**src/rtl/bitfield_unit.sv**
```systemverilog
module bitfield_unit #(
  parameter int XLEN = 32
) (
  input  logic            clk,
  input  logic            rst,
  input  logic            in_valid,
  input  logic [31:0]     instr,
  input  logic [XLEN-1:0] src_val,
  input  logic [XLEN-1:0] dst_old,
  output logic            res_valid,
  output logic            res_illegal,
  output logic [XLEN-1:0] res_data,
  output logic [4:0]      res_dst
);
  localparam logic [5:0] OPC = 6'b011001;
  localparam int SW = $clog2(XLEN);

  logic          op_hit, is_ext, is_ins, is_rsv;
  logic [SW-1:0] fld, sh;
  logic [SW:0]   sum, top1;
  logic          ext_over, ins_bad;
  logic [XLEN:0] one, ext_m, hi_m, lo_m;
  logic [XLEN-1:0] ins_m, ext_val, ins_val;

  assign op_hit = in_valid && (instr[31:26] == OPC);
  assign is_ext = op_hit && (instr[15:14] == 2'b01);
  assign is_ins = op_hit && (instr[15:14] == 2'b10);
  assign is_rsv = op_hit && (instr[15:14] == 2'b11);

  assign fld  = instr[6 +: SW];
  assign sh   = instr[0 +: SW];
  assign sum  = {1'b0, fld} + {1'b0, sh};
  assign top1 = {1'b0, fld} + {{SW{1'b0}}, 1'b1};

  assign ext_over = sum > (SW+1)'(XLEN);
  assign ins_bad  = fld < sh;

  assign one   = {{XLEN{1'b0}}, 1'b1};
  assign ext_m = (one << fld) - one;
  assign hi_m  = (one << top1) - one;
  assign lo_m  = (one << sh) - one;
  assign ins_m = hi_m[XLEN-1:0] & ~lo_m[XLEN-1:0];

  assign ext_val = (src_val >> sh) & ext_m[XLEN-1:0];
  assign ins_val = ins_bad ? dst_old
                           : (dst_old & ~ins_m) | ((src_val << sh) & ins_m);

  always_ff @(posedge clk) begin
    if (rst) begin
      res_valid   <= 1'b0;
      res_illegal <= 1'b0;
      res_data    <= '0;
      res_dst     <= '0;
    end else begin
      res_valid   <= is_ext || is_ins;
      res_illegal <= is_rsv || (is_ext && ext_over) || (is_ins && ins_bad);
      if (is_ext || is_ins) begin
        res_data <= is_ext ? ext_val : ins_val;
        res_dst  <= instr[25:21];
      end
    end
  end
endmodule

```
**config.mk**
```make
export PLATFORM = sky130hd
export DESIGN_NAME = bitfield_unit
export DESIGN_NICKNAME = d
export VERILOG_FILES = /design/src/rtl/bitfield_unit.sv
export SDC_FILE = /design/constraint.sdc
export NUM_CORES = 1
export LEC_CHECK = 0
export ABC_AREA = 1
export BUFFER_PORTS_ARGS = -buffer_cell sky130_fd_sc_hd__buf_2
export CAP_MARGIN = 10
export CORE_UTILIZATION = 55
export DETAILED_ROUTE_END_ITERATION = 8
export PLACE_DENSITY = 0.78
export RECOVER_POWER = 100
export REMOVE_ABC_BUFFERS = 1
export SLEW_MARGIN = 5
export SYNTH_ARGS = -nofsm -noshare
export SYNTH_HDL_FRONTEND = slang
export SYNTH_SLANG_ARGS = --single-unit
```
**constraint.sdc**
```tcl
create_clock -name clk -period 8.7 [get_ports clk]
set_input_delay 0.435 -clock clk [delete_from_list [all_inputs] [get_ports clk]]
set_output_delay 0.435 -clock clk [all_outputs]
set_load 0.03 [all_outputs]
```
==> summary.md <==
| Metric | Value |
|---|---|
| Worst-path clk slew | `60 ps` |
| I/O Pins | `138` |
| Worst-Skew Late Latency | `290 ps` |
| Final Instance Count excl. Fillers | `1,973` |
| Synth area leader | `nand2_1` |
| Initial antenna violation count | `0` |
| Diode count | `0` |
| Hold Path Class | `primary input to flip-flop` |
| VDD IR max | `0.08508 mV` |
| Chip Height | `128.3 µm` |
| Top cell by count, worst path | `nand3_1` |
| Placed Instances | `1,966` |
| Mapped Area | `8768 µm²` |
| Setup TNS Final | `0 ps` |
| Crit-path cells | `buf_2 > buf_4 > clkinv_1 > clkbuf_1 > ha_1 > nand4_1 > nand3_1 > clkinv_1 > nor3_1 > or2_2 > nand3_1 > nand3_1 > nand3_1 > inv_1` |
| I/O Buffers | `128` |
| Clock Root Buffer | `clkbuf_16` |
| CTS tree | `done` |
| Post-route ant nets | `0` |
| Period utilization | `63.57%` |
| Crit start category | `primary input` |
| Max stage delay cell, worst path | `clkbuf_1` |
| CP bufs+invs | `6` |
| CP top delay family | `buffers and inverters` |
| Fmax | `180.8 MHz` |
| CP Class | `primary input to flip-flop` |
| Least-Margin Pin Slew | `2270 ps` |
| Drt first-iter violations | `1,489` |
| Synth area leaders | `nand2_1 22%, o21ai_0 9.4%, nand3_1 9.2%` |
| Chip Width | `128.3 µm` |
| Setup violators final | `0` |
| Yosys reg bits | `39` |
| Utilization after layout | `60.78%` |
| Fin. max-slew vios | `133` |
| Hold_buf cts | `0` |
| Fraction of layout cells with a size suffix above 1 | `9.478%` |
| Final Hold Fails | `0` |
| H-Tree Depth | `2` |
| Largest net degree at the start of global routing | `76` |
| DR WL/cell | `17.98 µm` |
| Worst-path fanout max | `68` |
| DR vias/cell | `6.046` |
| Post-route DRC violation count | `0` |
| GRT Util Overall | `42.69%` |
| Worst hold margin | `327.9 ps` |
| Post-Synthesis Cells | `1,713` |
| Place WS | `3881 ps` |
| Status | `finished with violations` |
| Clk sinks | `39` |
| YS warnings | `0` |
| Max-cap violation count | `3` |
| Starting Density | `57.05%` |
| Placer Congestion | `1.014` |
| Area grow syn2layout | `6.550%` |
| Core area | `15,370 µm²` |
| Final min period | `5531 ps` |
| Unrepaired setup endpoints after global routing | `no` |
| CTS buffer count | `5` |
| CP endpoint kind | `flip-flop` |
| First-pass GRT wire length | `54.23 mm` |
| Setup Buffers After CTS | `0` |
| Row count | `45` |
| Vias | `11,930` |
| Leakage dissipation | `5.299 nW` |
| Delay of the slowest critical-path stage | `900 ps` |
| Required @ worst endpoint | `8920 ps` |
| Total wire length | `35.47 mm` |
| Synth unique cells | `51` |
| Nets | `1,877` |
| Synth Area per Inst | `5.119 µm²` |
| Failing checks | `max-capacitance violations, max-slew violations` |
| PwrDens | `92.68 nW/µm²` |
| Post-synth top area share | `22.13%` |
| PnR worst setup slack | `3169 ps` |
| Final HPWL DP | `27.62 mm` |
| Worst path arrival time | `5750 ps` |
| Clock Skew | `0 ps` |
| Global route overflow | `0` |
| Vias in the first global route | `10,170` |
| Die area | `16,450 µm²` |
| Deepest clock path buffer count | `2` |
| Seq/Total Area, Yosys | `8.904%` |
| Router iterations before antenna repair | `6` |
| Resized cells post-CTS | `0` |
| Worst rel slew slack | `-51.31%` |
layout make-up:
class / instances / area [µm²]
Multi-Input combinational cell: 1395 / 6802
Fill cell: 1728 / 6028
Sequential cell: 39 / 780.7
Inverter: 181 / 681.9
Timing Repair Buffer: 140 / 670.6
Tap cell: 211 / 264.0
Clock buffer: 6 / 138.9
Clock inverter: 1 / 5.005
worst paths after layout:
| kind | from | to | slack, ps | cells after the start |
|---|---|---|---|---|
| worst max-delay path | instr[1] | res_data[15]$_SDFFE_PP0P_ | 3170 | 14 |
| worst min register to register | res_data[1]$_SDFFE_PP0P_ | res_data[1]$_SDFFE_PP0P_ | 500 | 2 |
| worst max register to register | res_data[15]$_SDFFE_PP0P_ | res_data[15]$_SDFFE_PP0P_ | 7850 | 3 |
| worst min-delay path | rst | res_valid$_SDFF_PP0_ | 330 | 2 |
state kept, by name (all words and copies together), names as in the netlist:
register,flops
res_illegal,1
res_dst,5
res_data,32
res_valid,1
through the flow:
stage / cell area (µm²) / power (mW)
finish: 9343 / 0.8658
global route: 9343 / 0.9201
CTS: 9418 / 0.8460
detailed placement: 9274 / 0.6608
global placement: 9274 / 0.6562
floorplan: 8279 / 0.4907
cells in the mapped netlist (all sizes together):
master     n
a211oi     1
a21oi     76
a31oi     14
a41oi      4
and2       6
buf       67
clkbuf    31
clkinv     3
dfxtp     39
fa         1
ha        15
inv      178
mux2i     11
nand2    526
nand3    168
nand3b     2
nand4     94
nor2     214
nor3      18
nor3b      1
nor4       3
o2111ai    2
o211a      1
o211ai    22
o21a      12
o21ai    168
o21bai     4
o221ai     1
o22ai      4
o31ai      2
or2       10
xnor2      4
xor2      11
cell usage in the layout (no fill, tap or decap), drive strengths merged, types with 6 or more instances in the layout:
| cell | count |
|---|---|
| nand2 | 526 |
| nor2 | 214 |
| inv | 175 |
| o21ai | 168 |
| nand3 | 168 |
| buf | 98 |
| nand4 | 94 |
| a21oi | 76 |
| clkbuf | 48 |
| dfxtp | 39 |
| o211ai | 22 |
| nor3 | 18 |
| ha | 15 |
| a31oi | 14 |
| o21a | 12 |
| xor2 | 11 |
| mux2i | 11 |
| or2 | 10 |
| clkinv | 7 |
| and2 | 6 |
per-layer routing:
metal | GRT usage [%] | vias up | wire (µm)
met5 | 0 | - | 0
li1 | - | 5785 | -
met3 | 7.888 | 112 | 4302
met4 | 20.35 | 0 | 1880
met2 | 62.54 | 770 | 14630
met1 | 59.69 | 5262 | 14660
logic make-up after synthesis:
logic type | share of synthesized area [%]
simple gates | 53.08
compound gates | 19.53
xor+xnor | 1.498
flops | 8.904
buf+inv | 13.36
mux | 1.256
fa+ha+maj | 2.369
power breakdown:
| group | leakage [nW] | switching (mW) | total [mW] | internal [mW] |
|---|---|---|---|---|
| registers | 0.314 | 0.000506 | 0.180 | 0.179 |
| clock network | 0.0727 | 0.0772 | 0.189 | 0.112 |
| logic | 4.91 | 0.353 | 0.497 | 0.143 |
Note: power is estimated with default switching activity, not from simulation.
